===== config.mk =====
export PLATFORM = sky130hd
export DESIGN_NAME = i2c_slave_rx
export DESIGN_NICKNAME = d
export VERILOG_FILES = /design/src/rtl/i2c_rx_pkg.sv /design/src/rtl/i2c_rx_linesync.sv /design/src/rtl/i2c_rx_sdahold.sv /design/src/rtl/i2c_rx_fsm.sv /design/src/rtl/i2c_slave_rx.sv
export SDC_FILE = /design/constraint.sdc
export NUM_CORES = 1
export LEC_CHECK = 0
export ABC_AREA = 0
export BUFFER_PORTS_ARGS = -buffer_cell sky130_fd_sc_hd__buf_2
export CAP_MARGIN = 0
export CORE_ASPECT_RATIO = 0.9
export CORE_MARGIN = 2
export CORE_UTILIZATION = 35
export CTS_CLUSTER_DIAMETER = 60
export DETAILED_ROUTE_END_ITERATION = 10
export GPL_TIMING_DRIVEN = 0
export PLACE_DENSITY = 0.54
export SLEW_MARGIN = 25
export SYNTH_ARGS = -nofsm -noshare
export SYNTH_HDL_FRONTEND = slang
export SYNTH_SLANG_ARGS = --single-unit

===== constraint.sdc =====
create_clock -name clk -period 2.4 [get_ports clk]
set_input_delay 0.48 -clock clk [delete_from_list [all_inputs] [get_ports clk]]
set_output_delay 0.48 -clock clk [all_outputs]
set_load 0.02 [all_outputs]

===== src/rtl/i2c_rx_pkg.sv =====
// Shared types and register locations for the I2C slave receive engine.
package i2c_rx_pkg;
    typedef enum logic [2:0] {
        ST_IDLE,   // waiting for START
        ST_ADDR,   // shifting in address byte
        ST_AHOLD,  // address matched, SCL held
        ST_DATA,   // shifting in data byte
        ST_DHOLD,  // data byte done, SCL held
        ST_REL,    // SDA settling before SCL release
        ST_ACK,    // ninth clock with SDA pulled low
        ST_NACK    // not acknowledging, waiting for START or STOP
    } rx_state_e;

    localparam logic [1:0] LOC_MODE   = 2'd0;
    localparam logic [1:0] LOC_OWN    = 2'd1;
    localparam logic [1:0] LOC_HOLD   = 2'd2;
    localparam logic [1:0] LOC_STATUS = 2'd3;
endpackage


===== src/rtl/i2c_rx_linesync.sv =====
// Synchronises SCL and SDA into the system clock domain and flags edges
// and bus conditions. Assumes the bus is idle high out of reset.
module i2c_rx_linesync #(
    parameter int SYNC_STAGES = 2
) (
    input  logic clk,
    input  logic rst_n,
    input  logic scl_i,
    input  logic sda_i,
    output logic sda_s,
    output logic scl_rise,
    output logic scl_fall,
    output logic start_det,
    output logic stop_det
);
    localparam int TOP = SYNC_STAGES - 1;

    logic [TOP:0] scl_pipe, sda_pipe;
    logic         scl_d, sda_d;
    logic         scl_s;

    // Shift both lines through the synchroniser chain and keep one old copy.
    always_ff @(posedge clk) begin
        if (!rst_n) begin
            scl_pipe <= '1;
            sda_pipe <= '1;
            scl_d    <= 1'b1;
            sda_d    <= 1'b1;
        end else begin
            scl_pipe <= {scl_pipe[TOP-1:0], scl_i};
            sda_pipe <= {sda_pipe[TOP-1:0], sda_i};
            scl_d    <= scl_pipe[TOP];
            sda_d    <= sda_pipe[TOP];
        end
    end

    assign scl_s = scl_pipe[TOP];
    assign sda_s = sda_pipe[TOP];

    // Edge and condition decode on the synchronised levels.
    always_comb begin
        scl_rise  = scl_s & ~scl_d;
        scl_fall  = ~scl_s & scl_d;
        start_det = scl_s & scl_d & sda_d & ~sda_s;
        stop_det  = scl_s & scl_d & ~sda_d & sda_s;
    end
endmodule


===== src/rtl/i2c_rx_sdahold.sv =====
// Delays each change of the SDA pull-down request by a programmable count.
// With count 0 the output follows the request one clock later.
module i2c_rx_sdahold #(
    parameter int HOLD_W = 8
) (
    input  logic              clk,
    input  logic              rst_n,
    input  logic              req,
    input  logic [HOLD_W-1:0] hold,
    output logic              drv
);
    logic [HOLD_W-1:0] cnt;

    // Count while request and output differ, then copy the request.
    always_ff @(posedge clk) begin
        if (!rst_n) begin
            drv <= 1'b0;
            cnt <= '0;
        end else if (req == drv) begin
            cnt <= '0;
        end else if (cnt == hold) begin
            drv <= req;
            cnt <= '0;
        end else begin
            cnt <= cnt + 1'b1;
        end
    end
endmodule


===== src/rtl/i2c_rx_fsm.sv =====
// Receive sequencer: address compare, byte shifting, stretching and flags.
// Assumes edge/condition pulses last one clock and SCL is wired-AND.
module i2c_rx_fsm
    import i2c_rx_pkg::*;
#(
    parameter int BYTE_BITS = 8
) (
    input  logic                 clk,
    input  logic                 rst_n,
    input  logic                 active,
    input  logic                 ack_en,
    input  logic                 gc_en,
    input  logic [BYTE_BITS-2:0] own_addr,
    input  logic                 clr,
    input  logic                 sda_s,
    input  logic                 scl_rise,
    input  logic                 scl_fall,
    input  logic                 start_det,
    input  logic                 stop_det,
    input  logic                 sda_drv,
    output logic                 scl_hold,
    output logic                 sda_req,
    output logic [BYTE_BITS-1:0] rx_data,
    output logic                 sel_flag,
    output logic                 byte_flag,
    output logic                 stop_flag
);
    localparam int                CNT_W    = $clog2(BYTE_BITS + 1);
    localparam logic [CNT_W-1:0]  LAST_BIT = CNT_W'(BYTE_BITS);

    rx_state_e            state;
    logic [CNT_W-1:0]     cnt;
    logic [BYTE_BITS-1:0] shreg;
    logic                 addr_hit;
    logic                 selected;

    // Address decision on the completed first byte.
    always_comb begin
        addr_hit = ack_en && !shreg[0] &&
                   ((shreg[BYTE_BITS-1:1] == own_addr) ||
                    (gc_en && (shreg[BYTE_BITS-1:1] == '0)));
        selected = (state != ST_IDLE) && (state != ST_ADDR);
    end

    // Sequencer state, shift register, flags and line requests.
    always_ff @(posedge clk) begin
        if (!rst_n) begin
            state     <= ST_IDLE;
            cnt       <= '0;
            shreg     <= '0;
            rx_data   <= '0;
            sel_flag  <= 1'b0;
            byte_flag <= 1'b0;
            stop_flag <= 1'b0;
            scl_hold  <= 1'b0;
            sda_req   <= 1'b0;
        end else if (!active) begin
            state     <= ST_IDLE;
            cnt       <= '0;
            sel_flag  <= 1'b0;
            byte_flag <= 1'b0;
            stop_flag <= 1'b0;
            scl_hold  <= 1'b0;
            sda_req   <= 1'b0;
        end else begin
            if (clr) begin
                sel_flag  <= 1'b0;
                byte_flag <= 1'b0;
                stop_flag <= 1'b0;
            end
            if (start_det) begin
                state    <= ST_ADDR;
                cnt      <= '0;
                scl_hold <= 1'b0;
                sda_req  <= 1'b0;
            end else if (stop_det) begin
                if (selected) stop_flag <= 1'b1;
                state    <= ST_IDLE;
                scl_hold <= 1'b0;
                sda_req  <= 1'b0;
            end else begin
                case (state)
                    ST_ADDR, ST_DATA: begin
                        if (scl_rise) begin
                            shreg <= {shreg[BYTE_BITS-2:0], sda_s};
                            cnt   <= cnt + 1'b1;
                        end else if (scl_fall && cnt == LAST_BIT) begin
                            if (state == ST_DATA) begin
                                rx_data   <= shreg;
                                byte_flag <= 1'b1;
                                scl_hold  <= 1'b1;
                                state     <= ST_DHOLD;
                            end else if (addr_hit) begin
                                sel_flag <= 1'b1;
                                scl_hold <= 1'b1;
                                sda_req  <= 1'b1;
                                state    <= ST_AHOLD;
                            end else begin
                                state <= ST_IDLE;
                            end
                        end
                    end
                    ST_AHOLD: if (clr) state <= ST_REL;
                    ST_DHOLD: begin
                        if (clr) begin
                            sda_req <= ack_en;
                            state   <= ST_REL;
                        end
                    end
                    ST_REL: begin
                        if (sda_drv == sda_req) begin
                            scl_hold <= 1'b0;
                            state    <= sda_req ? ST_ACK : ST_NACK;
                        end
                    end
                    ST_ACK: begin
                        if (scl_fall) begin
                            sda_req <= 1'b0;
                            cnt     <= '0;
                            state   <= ST_DATA;
                        end
                    end
                    default: ;
                endcase
            end
        end
    end
endmodule


===== src/rtl/i2c_slave_rx.sv =====
// I2C slave receive engine top: register file, line sync, SDA hold delay
// and the receive sequencer. Outputs are open-drain pull-down requests.
module i2c_slave_rx
    import i2c_rx_pkg::*;
#(
    parameter int SYNC_STAGES = 2,
    parameter int HOLD_W      = 8
) (
    input  logic       clk,
    input  logic       rst_n,
    input  logic       scl_i,
    input  logic       sda_i,
    output logic       scl_oe,
    output logic       sda_oe,
    input  logic       reg_wr,
    input  logic [1:0] reg_addr,
    input  logic [7:0] reg_wdata,
    output logic [7:0] rx_data,
    output logic       sel_flag,
    output logic       byte_flag,
    output logic       stop_flag,
    output logic       irq
);
    localparam int BYTE_BITS = 8;

    logic                 en_q, ien_q, ack_en_q, gc_en_q;
    logic [BYTE_BITS-2:0] own_q;
    logic [HOLD_W-1:0]    hold_q;
    logic                 active, clr;
    logic                 sda_s, scl_rise, scl_fall, start_det, stop_det;
    logic                 scl_hold, sda_req, sda_drv;

    // Software-written configuration registers.
    always_ff @(posedge clk) begin
        if (!rst_n) begin
            en_q     <= 1'b0;
            ien_q    <= 1'b0;
            ack_en_q <= 1'b0;
            gc_en_q  <= 1'b0;
            own_q    <= '0;
            hold_q   <= '0;
        end else if (reg_wr) begin
            case (reg_addr)
                LOC_MODE: begin
                    en_q     <= reg_wdata[0];
                    ien_q    <= reg_wdata[1];
                    ack_en_q <= reg_wdata[2];
                end
                LOC_OWN: begin
                    gc_en_q <= reg_wdata[0];
                    own_q   <= reg_wdata[BYTE_BITS-1:1];
                end
                LOC_HOLD: hold_q <= HOLD_W'(reg_wdata);
                default: ;
            endcase
        end
    end

    assign active = en_q & ien_q;
    assign clr    = reg_wr && (reg_addr == LOC_STATUS);

    i2c_rx_linesync #(.SYNC_STAGES(SYNC_STAGES)) u_sync (
        .clk(clk), .rst_n(rst_n), .scl_i(scl_i), .sda_i(sda_i),
        .sda_s(sda_s), .scl_rise(scl_rise), .scl_fall(scl_fall),
        .start_det(start_det), .stop_det(stop_det)
    );

    i2c_rx_sdahold #(.HOLD_W(HOLD_W)) u_hold (
        .clk(clk), .rst_n(rst_n), .req(sda_req), .hold(hold_q), .drv(sda_drv)
    );

    i2c_rx_fsm #(.BYTE_BITS(BYTE_BITS)) u_fsm (
        .clk(clk), .rst_n(rst_n), .active(active), .ack_en(ack_en_q),
        .gc_en(gc_en_q), .own_addr(own_q), .clr(clr), .sda_s(sda_s),
        .scl_rise(scl_rise), .scl_fall(scl_fall), .start_det(start_det),
        .stop_det(stop_det), .sda_drv(sda_drv), .scl_hold(scl_hold),
        .sda_req(sda_req), .rx_data(rx_data), .sel_flag(sel_flag),
        .byte_flag(byte_flag), .stop_flag(stop_flag)
    );

    assign scl_oe = scl_hold;
    assign sda_oe = sda_drv;
    assign irq    = sel_flag | byte_flag | stop_flag;
endmodule


After elaboration in Yosys (flattened, before gate mapping)
Cells that the tools add are included.
W data, S select, Z words.
- register bits after elaboration: 62
- output and inout port bits: 14
- word-level logic and storage cells: 152
- add/subtract/negate cells: 2
- equal/unequal tests: 30
- mux-type cells: 45
- bitwise logic cells: 20
- reductions and logical operators: 33
- operator list (cell ; count):
    $mux W1 ; 32
    $mux W3 ; 6
    $reduce_and A7 Y1 ; 2
    $ne A4 B3 Y1 const B ; 3
    $pmux W3 S4 ; 1
    $reduce_and A6 Y1 ; 2
    $ne A2 B1 Y1 const B ; 5
    $not A1 Y1 ; 10
    $reduce_and A2 Y1 ; 5
    $reduce_and A5 Y1 ; 2
    $eq A3 B3 Y1 const B ; 3
    $add A8 B1 Y8 const B ; 1
    $and A1 B1 Y1 ; 8
    $eq A8 B8 Y1 ; 1
    $mux W4 ; 2
    $ne A2 B2 Y1 const B ; 4
    $pmux W4 S2 ; 1
    $eq A7 B7 Y1 ; 1
    $logic_not A7 Y1 ; 1
    $eq A3 B2 Y1 const B ; 2
    $logic_and A1 B1 Y1 ; 6
    $ne A3 B1 Y1 const B ; 2
    $reduce_bool A3 Y1 ; 2
    $reduce_bool A6 Y1 ; 1
    other kinds (21) ; 27

Longest topological paths before layout
- depth after elaboration: 11
- gate-level depth with buffers: 9
- gate-level depth less buffers: 8

Hierarchy
From an unflattened synthesis, not the netlist that was laid out.
- cell total of the unflattened synthesis: 306
- area total of the unflattened synthesis: 2905.3 sq um
- modules (own cells, without submodules) (module ; times used ; cells each ; area each (sq um) ; sequential area each (sq um)):
    i2c_rx_fsm ; 1 ; 167 ; 1510.2 ; 560.5
    i2c_slave_rx ; 1 ; 76 ; 747.0 ; 380.4
    i2c_rx_sdahold ; 1 ; 47 ; 457.9 ; 180.2
    i2c_rx_linesync ; 1 ; 16 ; 190.2 ; 120.1

Worst setup path before layout
OpenSTA, ideal clock, no wires.
- path kind: register to register
- start: register u_fsm.state[2]
- end: register u_fsm.state[2]
- setup time: 0.070 ns
- data arrival time: 1.815 ns
- required time: 2.330 ns
- path slack: 0.515 ns
- cell stages (with the launch flop): 10
- buffers on the path: 1
- clock period less this slack: 1.885 ns
- cells stage by stage: dfxtp_1 > buf_2 > inv_1 > ha_1 > inv_1 > a31oi_1 > a31oi_1 > o211ai_1 > or3_1 > a21oi_1
- word-level cells in the longest chain between the ends: 5
- elaborated cells on any way between the ends: 19
- classes of those cells: 11 x eq/ne; 4 x mux; 4 x reduce/logical
- ends and longest elaborated chain (element ; RTL line ; source):
    from (decl) ; i2c_rx_fsm.sv:31 ; rx_state_e state;
    from (signal assigned) ; i2c_rx_fsm.sv:113 ; state <= sda_req ? ST_ACK : ST_NACK;
    $eq A3 B2 Y1 ; i2c_rx_fsm.sv:82, i2c_rx_fsm.sv:88 ;
    $mux W3 ; i2c_rx_fsm.sv:88 ; if (state == ST_DATA) begin
    $mux W3 ; i2c_rx_fsm.sv:87 ; end else if (scl_fall && cnt == LAST_BIT) begin
    $mux W3 ; i2c_rx_fsm.sv:84 ; if (scl_rise) begin
    $pmux W3 S4 ; i2c_rx_fsm.sv:82 ; case (state)
Parallel ways exist; a longest one is shown, timed or not. The select of a mux whose other input is x is not followed.
A chain may end at the register's enable or synchronous reset.

Worst setup path in the final report
Same ends and word-level chain as after synthesis.

==> impl_metrics.yaml <==
pwr:
  p_clk_frac: 0.400
  p_leak_uw: 0.001322
  power_switching_share: 0.2393
  intPower_uw: 1451
  p_seq_frac: 0.553
  switching_power_uw: 456.5
  pwr-share-comb: 0.048
  power.density_nw_per_um2: 581.9
  peakVddDrop_mv: 0.3117
detailed_routing:
  via_count: 2088
  routedWlPerCell_um: 12.82
  dr.pass1.iters: 4
  wl_um: 5604
  ant_nets: 0
  drt_iter0_markers: 85
  vias_per_cell: 4.778
  route.detailed.drc: 0
synth:
  yosys.area.top_type: "dfxtp_1"
  netlist_area_um2: 2833
  synth_cell_type_count: 38
  yosysSeqAreaShare: 0.4382
  yosys_warnings: 0
  yosys-top-cells-area: "dfxtp_1 44%, mux2i_1 13%, nor2b_1 8.2%"
  syn_inst: 294
  ys_ff_latch: 62
  syn_area_per_cell_um2: 9.635
  yosysTopAreaCellShare: 0.4382
  syn-num-nets: 313
die:
  die_h_um: 89.35
  core_um2: 7951
  rows: 31
  die-width_um: 98.83
  initial_utilization: 0.3563
  fp.dieArea_um2: 8830
  num_io_pins: 29
global_route:
  track_usage: 0.1342
  grt_busiest_layer: "met2"
  grt.overflow.total: 0
  grt_pass1_vias: 1877
  met1_usage: 0.1906
  gr-usage-met2: 0.1910
  grt_max_degree: 11
  grt_pass1_wl_um: 9301
  grt_use_met3: 0.05160
  antenna_found_initial: 0
cts:
  cts.clk_slew.worst_paths_ns: 0.07
  cts_sinks: 62
  cts_tree: "built"
  htreeDepth: 3
  hold_buffers: 0
  cts_root_buffer: "clkbuf_8"
  cts_max_path_buffers: 2
  cts_buffers: 9
  clk_latency_ns: 0.34
setup_path:
  cp-start-kind: "register"
  required_ns: 2.67
  path_class: "reg2reg"
  cp_slowest_cell: "or3_1"
  crit_arrival_ns: 2.47
  critPathCaptureType: "register"
  path_cells: "buf_2 > inv_1 > ha_1 > inv_1 > a31oi_1 > a31oi_2 > o211ai_1 > or3_1 > a21oi_1"
  critPathMostFrequentCell: "inv_1"
  critPathMaxFanout: 10
  critical_path.max_stage_delay_ns: 0.36
placement:
  hpwlAfterDp_um: 4117
  portBuffers: 28
  gp_congestion: 0.8482
  place_ws_ns: 0.1674
timing:
  max-slew-margin-rel: 0.4551
  worst_slew_pin_slew_ns: 0.8088
  slew_violations: 0
  grt_setup_unrepaired: "false"
  finClkSkew_ns: 0.01120
  setup_viol: 0
  finalHoldViolations: 0
  setup_tns_ns: 0
  max_freq_mhz: 454.9
  fin_crit_sh: 0.9160
  layout_setup_ws_ns: 0.2016
  fin_crit_ns: 2.198
layout:
  fillers: 797
  n_antenna_cell: 0
  final_net_count: 353
  multi_input_area_um2: 1528
  seqCellArea_um2: 1241
  area_delta_synth_final_pct: 15.72
  layout-drive-gt1-share: 0.1568
job:
  drv_cap: 0
hold_path:
  holdCritPathClass: "in2reg"
run_status:
  status: "finished, final reports clean"
==> cell families after synthesis <==
| logic type | Yosys count | synth area share |
|---|---|---|
| and+or+nand+nor | 126 | 0.2633 |
| DFF | 62 | 0.4382 |
| muxes | 38 | 0.1343 |
| xor gates and xnor gates | 24 | 0.07421 |
| AOI/OAI and AO/OA | 22 | 0.04770 |
| buffers and inverters | 18 | 0.02474 |
| adders and majority gates | 4 | 0.01767 |
==> power by group through the flow <==
stage	combinational [uW]	sequential (uW)	clock, uW
after floorplan	61.0	1070	0
after global placement	92.0	1080	0
after detailed placement	92.8	1080	0
after CTS	93.1	1050	798
after global routing	101	1060	839
final	91.4	1050	762
==> per-layer routing <==
layer  part of all wire  up-vias
met4             0.0093        0
li1                   -     1084
met5                  0        -
met3              0.053        8
met2               0.42       48
met1               0.52      948
==> timing repair <==
action / CTS / global route
setup buffers: 0 / 1
endpoints found under the setup margin: 0 / 7
gates resized for setup: 0 / 1
==> final timing paths <==
path / end / cells after the start / slack [ns] / start
max: u_fsm.state[2] / 9 / 0.20 / u_fsm.state[2]
min reg2reg: u_sync.scl_pipe[1] / 1 / 0.41 / u_sync.scl_pipe[0]
min: u_sync.scl_pipe[0] / 2 / 0.32 / scl_i
max reg2reg: u_fsm.state[2] / 9 / 0.20 / u_fsm.state[2]
==> cell usage after synthesis, drive strengths merged <==
master  number
dfxtp       62
nor2b       39
mux2i       38
nor2        28
xor2        15
nand3       10
inv          9
nand2        9
xnor2        9
nand2b       8
clkbuf       7
a21oi        6
nand3b       5
nand4        5
o21ai        5
a31oi        4
ha           4
nor3         4
nor3b        4
nor4         4
and3         3
buf          2
nand4b       2
o21bai       2
or3          2
a22oi        1
a31o         1
and2b        1
and3b        1
nor4b        1
o211a        1
o211ai       1
o22ai        1
==> sequential cells by signal, summed over array words and instances, names as in the netlist, 2 cells and up <==
register,flops
hold_q,8
own_q,7
u_fsm.cnt,4
u_fsm.rx_data,8
u_fsm.shreg,8
u_fsm.state,3
u_hold.cnt,8
u_sync.scl_pipe,2
u_sync.sda_pipe,2
==> metrics by stage <==
step	std cells	hold WS [ns]	util	instance area [um2]	total power [uW]
after global placement	421	0.3933	0.3895	3097	1169
after floorplan	294	0.3863	-	2833	1135
after global routing	437	0.2980	0.4123	3278	1996
after CTS	436	0.2978	0.4090	3252	1944
after detailed placement	421	0.3953	0.3895	3097	1170
final	437	0.3208	0.4123	3278	1908
==> critical path: cells and delay by family (launching register included) <==
kind	cells	cell delay (ns)
compound gates	4	0.71
buf+inv	3	0.45
simple gates	1	0.36
flops	1	0.32
fa+ha+maj	1	0.29
==> area by class of cell <==
type                       count  area share
buffer                         9     0.01107
clock buffer                  10     0.03893
clock inverter                 5    0.008397
inverter                       9     0.01031
multi-input combinational    214      0.4660
sequential                    62      0.3786
tap                           99     0.03779
timing repair buffer          29     0.04886
==> layout by cell type, fill, tap and decap left out, drive strengths merged <==
cell      Yosys  final
dfxtp        62     62
nor2b        39     39
mux2i        38     38
buf           2     31
nor2         28     28
clkbuf        7     17
xor2         15     15
nand3        10     10
inv           9      9
nand2         9      9
xnor2         9      9
nand2b        8      8
a21oi         6      6
nand3b        5      5
o21ai         5      5
nand4         5      5
nor3b         4      4
nor3          4      4
ha            4      4
clkinv        0      4
a31oi         4      4
nor4          4      4
and3          3      3
or3           2      2
nand4b        2      2
o21bai        2      2
and2b         1      1
a31o          1      1
a22oi         1      1
o211ai        1      1
nor4b         1      1
and3b         1      1
o211a         1      1
o22ai         1      1
clkinvlp      0      1
(Power assumes the default switching activity.)
